--- src/rtl/prot_seq_pkg.sv ---
package prot_seq_pkg;

    typedef enum logic [1:0] {
        ST_BOOT  = 2'd0,
        ST_RUN   = 2'd1,
        ST_PROT  = 2'd2,
        ST_LATCH = 2'd3
    } seq_state_e;

    typedef struct packed {
        logic ovld;
        logic at_start;
        logic le_min;
        logic le_uv;
        logic le_latch;
        logic lt_release;
        logic ovp;
        logic bulk_ok;
        logic ext_dis;
        logic ext_latch;
        logic hot;
    } flag_set_t;

    localparam int FLAG_W = $bits(flag_set_t);

    // Recoverable conditions that gate the output without a state change.
    function automatic logic run_blocked(input flag_set_t f);
        return f.ovp | ~f.bulk_ok | f.ext_dis | f.hot;
    endfunction

    // Source hysteresis: off request wins over on request.
    function automatic logic hv_step(input logic cur, input logic on_req, input logic off_req);
        if (off_req)     return 1'b0;
        else if (on_req) return 1'b1;
        else             return cur;
    endfunction

endpackage

--- src/rtl/flag_sync.sv ---
module flag_sync #(
    parameter int W      = 8,
    parameter int STAGES = 2
) (
    input  logic         clk,
    input  logic         rst,
    input  logic [W-1:0] d,
    output logic [W-1:0] q
);
    logic [W-1:0] stg [STAGES];

    for (genvar i = 0; i < STAGES; i++) begin : g_stage
        if (i == 0) begin : g_first
            always_ff @(posedge clk) begin
                if (rst) stg[0] <= '0;
                else     stg[0] <= d;
            end
        end else begin : g_next
            always_ff @(posedge clk) begin
                if (rst) stg[i] <= '0;
                else     stg[i] <= stg[i-1];
            end
        end
    end

    assign q = stg[STAGES-1];
endmodule

--- src/rtl/fault_timer.sv ---
module fault_timer #(
    parameter int LIMIT = 16
) (
    input  logic clk,
    input  logic rst,
    input  logic enable,
    input  logic ovld,
    output logic expired
);
    localparam int CW = (LIMIT > 1) ? $clog2(LIMIT) : 1;
    localparam logic [CW-1:0] LAST = CW'(LIMIT - 1);

    logic [CW-1:0] cnt;

    always_ff @(posedge clk) begin
        if (rst || !enable || !ovld) cnt <= '0;
        else if (cnt != LAST)        cnt <= cnt + 1'b1;
    end

    assign expired = enable & ovld & (cnt == LAST);

    always_comb begin
        if (!rst) p_cnt_bound_r3: assert (cnt <= LAST);
    end

    p_cnt_clear_r3: assert property (@(posedge clk) disable iff (rst)
        !(enable && ovld) |=> (cnt == '0));
endmodule

--- src/rtl/prot_fsm.sv ---
module prot_fsm
    import prot_seq_pkg::*;
#(
    parameter int RECHARGES = 2
) (
    input  logic      clk,
    input  logic      rst,
    input  flag_set_t f,
    input  logic      expired,
    output logic      timer_en,
    output logic      sw_en,
    output logic      hv_en,
    output logic      ss_pulse
);
    localparam int AW = (RECHARGES > 1) ? $clog2(RECHARGES) : 1;
    localparam logic [AW-1:0] LAST_ARR = AW'(RECHARGES - 1);

    seq_state_e state, nxt;
    logic       hv_q, hv_d;
    logic       sw_q, sw_d;
    logic       ss_q;
    logic [AW-1:0] arr_q, arr_d;

    always_comb begin
        nxt   = state;
        hv_d  = hv_q;
        arr_d = arr_q;
        if (f.ext_latch && state != ST_LATCH) begin
            nxt  = ST_LATCH;
            hv_d = 1'b0;
        end else begin
            unique case (state)
                ST_BOOT: begin
                    hv_d = 1'b1;
                    if (f.at_start) begin
                        nxt  = ST_RUN;
                        hv_d = 1'b0;
                    end
                end
                ST_RUN: begin
                    if (expired || (hv_q && f.le_uv)) begin
                        nxt   = ST_PROT;
                        hv_d  = 1'b0;
                        arr_d = '0;
                    end else begin
                        hv_d = hv_step(hv_q, f.le_min, f.at_start);
                    end
                end
                ST_PROT: begin
                    hv_d = hv_step(hv_q, f.le_latch, f.at_start);
                    if (hv_q && f.at_start) begin
                        if (arr_q == LAST_ARR) begin
                            nxt   = ST_RUN;
                            arr_d = '0;
                        end else begin
                            arr_d = arr_q + 1'b1;
                        end
                    end
                end
                ST_LATCH: begin
                    if (f.lt_release && !f.ext_latch) begin
                        nxt  = ST_BOOT;
                        hv_d = 1'b1;
                    end else begin
                        hv_d = hv_step(hv_q, f.le_latch, f.at_start);
                    end
                end
                default: nxt = ST_BOOT;
            endcase
        end
        sw_d = (nxt == ST_RUN) && !run_blocked(f);
    end

    always_ff @(posedge clk) begin
        if (rst) begin
            state <= ST_BOOT;
            hv_q  <= 1'b1;
            sw_q  <= 1'b0;
            ss_q  <= 1'b0;
            arr_q <= '0;
        end else begin
            state <= nxt;
            hv_q  <= hv_d;
            sw_q  <= sw_d;
            ss_q  <= sw_d & ~sw_q;
            arr_q <= arr_d;
        end
    end

    assign timer_en = (state == ST_RUN);
    assign sw_en    = sw_q;
    assign hv_en    = hv_q;
    assign ss_pulse = ss_q;

    p_ss_edge_r10: assert property (@(posedge clk) disable iff (rst)
        ss_q |-> (sw_q && !$past(sw_q)));
    p_ss_once_r10: assert property (@(posedge clk) disable iff (rst)
        ss_q |=> !ss_q);
    p_stop_r7: assert property (@(posedge clk) disable iff (rst)
        run_blocked(f) |=> !sw_q);
    p_idle_states_r9: assert property (@(posedge clk) disable iff (rst)
        (state != ST_RUN) |-> (!sw_q && !ss_q));
    p_latch_pri_r9: assert property (@(posedge clk) disable iff (rst)
        f.ext_latch |=> (state == ST_LATCH));
    p_prot_exit_r5: assert property (@(posedge clk) disable iff (rst)
        (state == ST_PROT) |=> (state != ST_RUN || $past(hv_q && f.at_start)));
endmodule

--- src/rtl/prot_seq_ctrl.sv ---
module prot_seq_ctrl
    import prot_seq_pkg::*;
#(
    parameter int FAULT_CYCLES = 4000000,
    parameter int RECHARGES    = 2,
    parameter int SYNC_STAGES  = 2
) (
    input  logic clk,
    input  logic rst,
    input  logic ovld_req,
    input  logic vcc_at_start,
    input  logic vcc_le_min,
    input  logic vcc_le_uv,
    input  logic vcc_le_latch,
    input  logic vcc_lt_release,
    input  logic vcc_ovp,
    input  logic bulk_ok,
    input  logic ext_disable,
    input  logic ext_latch,
    input  logic therm_hot,
    output logic sw_en,
    output logic hv_src_en,
    output logic soft_start
);
    flag_set_t          raw;
    logic [FLAG_W-1:0]  synced;
    flag_set_t          flags;
    logic               timer_en;
    logic               expired;

    always_comb begin
        raw.ovld       = ovld_req;
        raw.at_start   = vcc_at_start;
        raw.le_min     = vcc_le_min;
        raw.le_uv      = vcc_le_uv;
        raw.le_latch   = vcc_le_latch;
        raw.lt_release = vcc_lt_release;
        raw.ovp        = vcc_ovp;
        raw.bulk_ok    = bulk_ok;
        raw.ext_dis    = ext_disable;
        raw.ext_latch  = ext_latch;
        raw.hot        = therm_hot;
    end

    flag_sync #(.W(FLAG_W), .STAGES(SYNC_STAGES)) u_sync (
        .clk (clk),
        .rst (rst),
        .d   (raw),
        .q   (synced)
    );

    assign flags = flag_set_t'(synced);

    fault_timer #(.LIMIT(FAULT_CYCLES)) u_timer (
        .clk     (clk),
        .rst     (rst),
        .enable  (timer_en),
        .ovld    (flags.ovld),
        .expired (expired)
    );

    prot_fsm #(.RECHARGES(RECHARGES)) u_fsm (
        .clk      (clk),
        .rst      (rst),
        .f        (flags),
        .expired  (expired),
        .timer_en (timer_en),
        .sw_en    (sw_en),
        .hv_en    (hv_src_en),
        .ss_pulse (soft_start)
    );
endmodule

--- config.mk ---
export PLATFORM = sky130hd
export DESIGN_NAME = prot_seq_ctrl
export DESIGN_NICKNAME = d
export VERILOG_FILES = /design/src/rtl/prot_seq_pkg.sv /design/src/rtl/flag_sync.sv /design/src/rtl/fault_timer.sv /design/src/rtl/prot_fsm.sv /design/src/rtl/prot_seq_ctrl.sv
export SDC_FILE = /design/constraint.sdc
export NUM_CORES = 1
export LEC_CHECK = 0
export ABC_CLOCK_PERIOD_IN_PS = 2700
export BUFFER_PORTS_ARGS = -buffer_cell sky130_fd_sc_hd__buf_4
export CORE_ASPECT_RATIO = 1.5
export CORE_MARGIN = 8
export CORE_UTILIZATION = 50
export CTS_CLUSTER_SIZE = 20
export DETAILED_ROUTE_END_ITERATION = 8
export PLACE_DENSITY = 0.68
export SETUP_SLACK_MARGIN = 0.15
export SYNTH_ARGS = -nofsm -noshare
export SYNTH_HDL_FRONTEND = slang
export SYNTH_SLANG_ARGS = --single-unit
--- constraint.sdc ---
create_clock -name clk -period 2.7 [get_ports clk]
set_input_delay 0.405 -clock clk [delete_from_list [all_inputs] [get_ports clk]]
set_output_delay 0.405 -clock clk [all_outputs]
set_load 0.02 [all_outputs]
Word-level counts from Yosys, hierarchy flattened
Memories as Yosys holds them, arrays and structs flattened.
Index checks and enable logic that the tools add are counted.
{"block": "word_totals", "mem_count": 1, "inputBits": 13, "romBits": 0, "wordCells": 70, "mem_bits_rw": 22, "register_bits": 28, "latch_bits": 0, "out_inout_bits": 3}
{"block": "classes", "eq_ne": 10, "n_reduce_logical": 15, "magnitude_cmp": 0, "n_div": 0, "shifts": 0, "bitwise": 11, "addsub": 2, "n_mul": 0, "muxes": 25}
{"memory": "u_sync.stg", "depth": 2, "width": 11, "read_ports": 2, "rd_ports_with_merged_regs": 0, "write_ports": 2, "line": "flag_sync.sv:10", "source": "logic [W-1:0] stg [STAGES];"}
{"operator": "22-bit by 1-bit adder with 22-bit output (second input constant)", "count": 1}
{"operator": "22-bit == test (second input constant)", "count": 1}
{"operator": "11-bit two-way mux", "count": 2}
{"operator": "22-bit != test (second input constant)", "count": 1}
{"operator": "1-bit two-way mux", "count": 14}
{"operator": "2-bit two-way mux", "count": 6}
{"operator": "2-bit case mux with 4 select lines", "count": 1}
{"operator": "1-bit logical AND", "count": 5}
{"operator": "5-bit by 2-bit != test with 1-bit output (second input constant)", "count": 1}
{"operator": "1-bit OR", "count": 5}
{"operator": "2-bit by 1-bit == test with 1-bit output (second input constant)", "count": 2}
{"operator": "2-bit == test (second input constant)", "count": 2}
{"operator": "1-bit zero test", "count": 4}
{"operator": "2-bit by 1-bit != test with 1-bit output (second input constant)", "count": 2}
{"operator": "1-bit case mux with 4 select lines", "count": 1}
{"operator": "4-bit AND reduction", "count": 1}
{"operator": "1-bit bitwise AND", "count": 3}
{"operator": "1-bit logical OR", "count": 3}
{"operator": "1-bit NOT", "count": 3}
{"operator": "2-bit zero test", "count": 1}
{"operator": "2-bit != test (second input constant)", "count": 1}
{"operator": "1-bit case mux with 2 select lines", "count": 1}
{"operator": "2-bit nonzero test", "count": 1}
{"operator": "1-bit adder (second input constant)", "count": 1}

Longest topological paths before layout
{"block": "depth", "word_depth": 10, "ltp_mapped": 8, "mapped_depth_nobuf": 7}

Modules after synthesis
Synthesis repeated with hierarchy kept, for this count alone.
{"block": "unflattened", "cells_unflattened": 242, "hier_area_um2": 2199.6}
{"mod": "fault_timer", "instances": 1, "seq_area_each_um2": 440.4, "cells_each": 145, "area_each_um2": 1169.9}
{"mod": "flag_sync", "instances": 1, "seq_area_each_um2": 440.4, "cells_each": 46, "area_each_um2": 640.6}
{"mod": "prot_fsm", "instances": 1, "seq_area_each_um2": 120.1, "cells_each": 51, "area_each_um2": 389.1}

Worst setup path after synthesis
No wires, ideal clock.
{"block": "synth_timing", "path_kind": "reg-to-reg", "from": "register u_timer.cnt[8]", "to": "register u_fsm.arr_q", "t_arrival_ns": 2.129, "stages_incl_launch_ff": 6, "path_buffers": 0, "period_less_slack_ns": 2.200, "setup_slack_ns": 0.500, "required_time_ns": 2.629, "setup_ns": 0.071, "path_cell_list": "dfxtp_1 > or4_4 > nor4_4 > a31oi_2 > or4b_1 > a21oi_1"}
{"block": "synth_between", "elab_chain_cells": 5}
{"item": "start, declared", "line": "fault_timer.sv:13", "source": "logic [CW-1:0] cnt;"}
{"item": "start signal, assigned", "line": "fault_timer.sv:17", "source": "else if (cnt != LAST) cnt <= cnt + 1'b1;"}
{"item": "22-bit == test", "line": "fault_timer.sv:20", "source": "assign expired = enable & ovld & (cnt == LAST);"}
{"item": "1-bit bitwise AND", "line": "fault_timer.sv:20"}
{"item": "1-bit logical OR", "line": "prot_fsm.sv:41", "source": "if (expired || (hv_q && f.le_uv)) begin"}
{"item": "2-bit by 1-bit != test with 1-bit output (no source line)"}
{"item": "4-bit AND reduction (no source line)"}
{"item": "end signal, assigned", "line": "prot_fsm.sv:86", "source": "arr_q <= arr_d;"}
{"item": "end, declared", "line": "prot_fsm.sv:22", "source": "logic [AW-1:0] arr_q, arr_d;"}
Every way passes these cells.
A chain may end at the register's enable or synchronous reset.

Final worst setup path
{"block": "layout_timing", "from": "register u_timer.cnt[0]", "to": "register u_fsm.arr_q"}
The elaborated chain is that of the path after synthesis.

==> impl_metrics.env <==
export IMPL_status="finished clean"
export IMPL_p_switching_w=0.000260
export IMPL_reg2reg_depth=6
export IMPL_grt_pass1_wl_um=6560
export IMPL_crit_arrival_ns=2.40
export IMPL_cap_violations=0
export IMPL_total_power_w=0.00125
export IMPL_cp_cell_sequence="ha_1 -> nand3_1 -> nor2_1 -> a31oi_2 -> or4b_1 -> a21oi_1"
export IMPL_hold_path_depth=2
export IMPL_clockBufferDepth=2
export IMPL_place_ws_ns=0.589
export IMPL_cpLargestDelayFamily="simple AND/OR/NAND/NOR gates"
export IMPL_areaGrowthSynthToFinish_pct=12.1
export IMPL_clock_power_share_pct=34.8
export IMPL_setup_tns_ns=0
export IMPL_cts_htree_levels=2
export IMPL_clock_fmax_mhz=461
export IMPL_setup_violations_final=0
export IMPL_critPathSlowestCell="or4b_1"
export IMPL_synth_xor_area_share_pct=6.67
export IMPL_dieArea_mm2=0.00657
export IMPL_leakagePower_nw=0.801
export IMPL_hpwl_um=2570
export IMPL_cts_hold_buf=0
export IMPL_synth_seq_area_share_pct=47.7
export IMPL_setup_slack_ns=0.530
export IMPL_clock_skew_ns=0.00914
export IMPL_postSynthCellCount=228
export IMPL_yosys_warnings=0
export IMPL_synth_edf_count=0
export IMPL_via_count=1590
export IMPL_ctsRootBufferMaster="clkbuf_8"
export IMPL_clk_pin_slew_worst_paths_ns=0.08
export IMPL_rr_startpoint="u_timer.cnt[0]$_SDFFE_PP0P_"
export IMPL_rsz0062_at_grt="false"
export IMPL_fin_util_pct=56.9
export IMPL_rrSetupSlack_ns=0.53
export IMPL_die_h_um=95.4
export IMPL_maxSlewViolCount=0
export IMPL_slew_headroom_pct=63.7
export IMPL_track_usage_pct=12.7
export IMPL_gp_congestion=0.763
export IMPL_yosys_area_share_simple_pct=31.4
export IMPL_via_per_inst=5.45
export IMPL_drt_total_wl_um=3660
export IMPL_clkSinkCount=50
export IMPL_ant_nets=0
export IMPL_antennaDiodeCount=0
export IMPL_rows=29
export IMPL_synth_cell_types=41
export IMPL_ys_top_cells_by_area="dfxtp_1 48%, nor2b_1 6.9%, xnor2_1 6.7%"
export IMPL_hold_end="u_sync.stg[0][6]$_SDFF_PP0_"
export IMPL_vdd_drop_max_mv=0.478
export IMPL_grt_pass1_vias=1526
export IMPL_clock_latency_ns=0.29
export IMPL_synth_top_family_by_area="simple AND/OR/NAND/NOR gates"
export IMPL_port_buffers=15
export IMPL_synth_compound_area_share_pct=8.64
export IMPL_netlist_area_mm2=0.00210
export IMPL_grt_max_degree=29
export IMPL_yosys_register_bits=50
export IMPL_numCtsBuffers=5
export IMPL_p_sw_share_pct=20.8
export IMPL_end_kind="flop"
export IMPL_start_util_pct=50.8
export IMPL_grt_remaining_overflow=0
export IMPL_post_cts_setup_buffers=0
export IMPL_fin_worst_hold_slack_ns=0.320
export IMPL_avgRoutedWirePerCell_um=12.5
export IMPL_hold_start="vcc_le_latch"
export IMPL_min_path_type="input pin to flop"
export IMPL_die_w_um=68.9
export IMPL_combPwrFrac_pct=4.3
export IMPL_tightest_slew_ns=0.542
export IMPL_drt_iter0_markers=71
export IMPL_antenna_found_initial=0
export IMPL_path_max_fanout=8
export IMPL_period_share_pct=80.4
export IMPL_syn_avg_cell_area_um2=9.21
export IMPL_pin_count=16
export IMPL_drive_gt1_share_pct=13.8
export IMPL_nets=263
export IMPL_cp_slowest_stage_delay_ns=0.52
export IMPL_crit_buf_inv=0
export IMPL_async_reset_ff_share_pct=0
export IMPL_cts_resized=0
export IMPL_hold_viol_final=0
export IMPL_p_int_w=0.000990
export IMPL_worstSetupStartpointType="flop"
export IMPL_tritoncts="built"
export IMPL_fin_crit_ns=2.17
export IMPL_syn_nets=246
export IMPL_yosysTopAreaCell="dfxtp_1"
export IMPL_worstReg2RegEnd="u_fsm.arr_q$_SDFFE_PP0P_"
export IMPL_dr_pass1_iters=4
export IMPL_power_density_mw_per_mm2=531
export IMPL_worstSetupPathType="flop to flop"
export IMPL_worstPathRequired_ns=2.93
export IMPL_p_seq_share_pct=61.0
export IMPL_synth_top_area_share_pct=47.7
export IMPL_synth_ff_type="dfxtp_1"
export IMPL_synthTopCellsByCount="50 x dfxtp_1, 23 x nor2_1, 23 x nor2b_1"
export IMPL_synth_most_common_cell="dfxtp_1"
export IMPL_drc_errors=0
export IMPL_core_area_mm2=0.00414
export IMPL_muxShareOfSynthArea_pct=0.477
export IMPL_synthAdderAreaFrac_pct=2.98
cells in the final DEF, fill, tap and decap left out, types with 2 or more instances in the layout:
cell type | netlist | final
dfxtp_1 | 50 | 50
inv_1 | 5 | 5
nand4_1 | 5 | 5
nand2_1 | 14 | 14
ha_1 | 5 | 5
nor3b_1 | 3 | 3
nand3_1 | 10 | 10
or3_1 | 2 | 2
or2_2 | 2 | 2
nor2_1 | 23 | 23
a31oi_1 | 2 | 2
nor3_1 | 9 | 9
o21ai_0 | 7 | 7
nand4b_1 | 2 | 2
clkbuf_8 | 0 | 6
nor4_1 | 5 | 5
and3_1 | 4 | 4
nand2b_1 | 2 | 2
xnor2_1 | 16 | 16
nor2b_1 | 23 | 23
a21oi_1 | 11 | 11
buf_4 | 0 | 17
nor4b_1 | 2 | 2
power groups by stage:
stage / registers (W) / clock network (W) / logic, W
2_1_floorplan: 0.000778 / 0 / 0.0000339
3_3_place_gp: 0.000779 / 0 / 0.0000534
3_5_place_dp: 0.000780 / 0 / 0.0000537
4_1_cts: 0.000762 / 0.000452 / 0.0000539
5_1_grt: 0.000765 / 0.000480 / 0.0000594
6_report: 0.000762 / 0.000435 / 0.0000532
stage by stage:
stage	cells	instance area [µm²]
after floorplan	228	2100
after global placement	284	2260
after detailed placement	284	2260
after CTS	292	2350
after global routing	292	2350
final	292	2350
worst max-delay path by stage:
stage                                 from                       end  slack [ns]  depth (start not counted)
2_1_floorplan  u_timer.cnt[8]$_SDFFE_PP0P_  u_fsm.arr_q$_SDFFE_PP0P_        0.50                          5
3_3_place_gp   u_timer.cnt[8]$_SDFFE_PP0P_  u_fsm.arr_q$_SDFFE_PP0P_        0.59                          5
3_5_place_dp   u_timer.cnt[8]$_SDFFE_PP0P_  u_fsm.arr_q$_SDFFE_PP0P_        0.59                          5
4_1_cts        u_timer.cnt[0]$_SDFFE_PP0P_  u_fsm.arr_q$_SDFFE_PP0P_        0.58                          6
5_1_grt        u_timer.cnt[0]$_SDFFE_PP0P_  u_fsm.arr_q$_SDFFE_PP0P_        0.35                          6
6_report       u_timer.cnt[0]$_SDFFE_PP0P_  u_fsm.arr_q$_SDFFE_PP0P_        0.53                          6
layer usage:
layer  wire length, µm  track usage, %  vias to the layer above
met2              1680            19.1                       30
li1                  -               -                      826
met4               111            6.89                        0
met3               116            2.94                       13
met1              1760            16.1                      721
met5                 0               0                        -
sequential cells by signal, indices dropped and copies added, names as in the netlist:
register,flops
u_fsm.ss_pulse,1
u_fsm.state,2
u_fsm.sw_en,1
u_fsm.arr_q,1
u_timer.cnt,22
u_fsm.hv_en,1
u_sync.stg,22
area by class of cell:
cell class	instances	area, µm²
multi-input combinational	166	1050
fill	375	1780
clock buffer	6	82.6
timing repair buffer	17	128
clock inverter	2	12.5
inverter	5	18.8
sequential	50	1000
tap	46	57.6
worst reg2reg max path: stages, from the launching register on:
cell	delay (ns)
dfxtp_1	0.38
ha_1	0.28
nand3_1	0.15
nor2_1	0.45
a31oi_2	0.21
or4b_1	0.52
a21oi_1	0.12
cell families after synthesis:
| family | Yosys count |
|---|---|
| mux | 1 |
| flops | 50 |
| simple gates | 115 |
| xor+xnor | 16 |
| buf+inv | 12 |
| compound gates | 29 |
| fa+ha+maj | 5 |
Power figures use the tool's default switching activity.
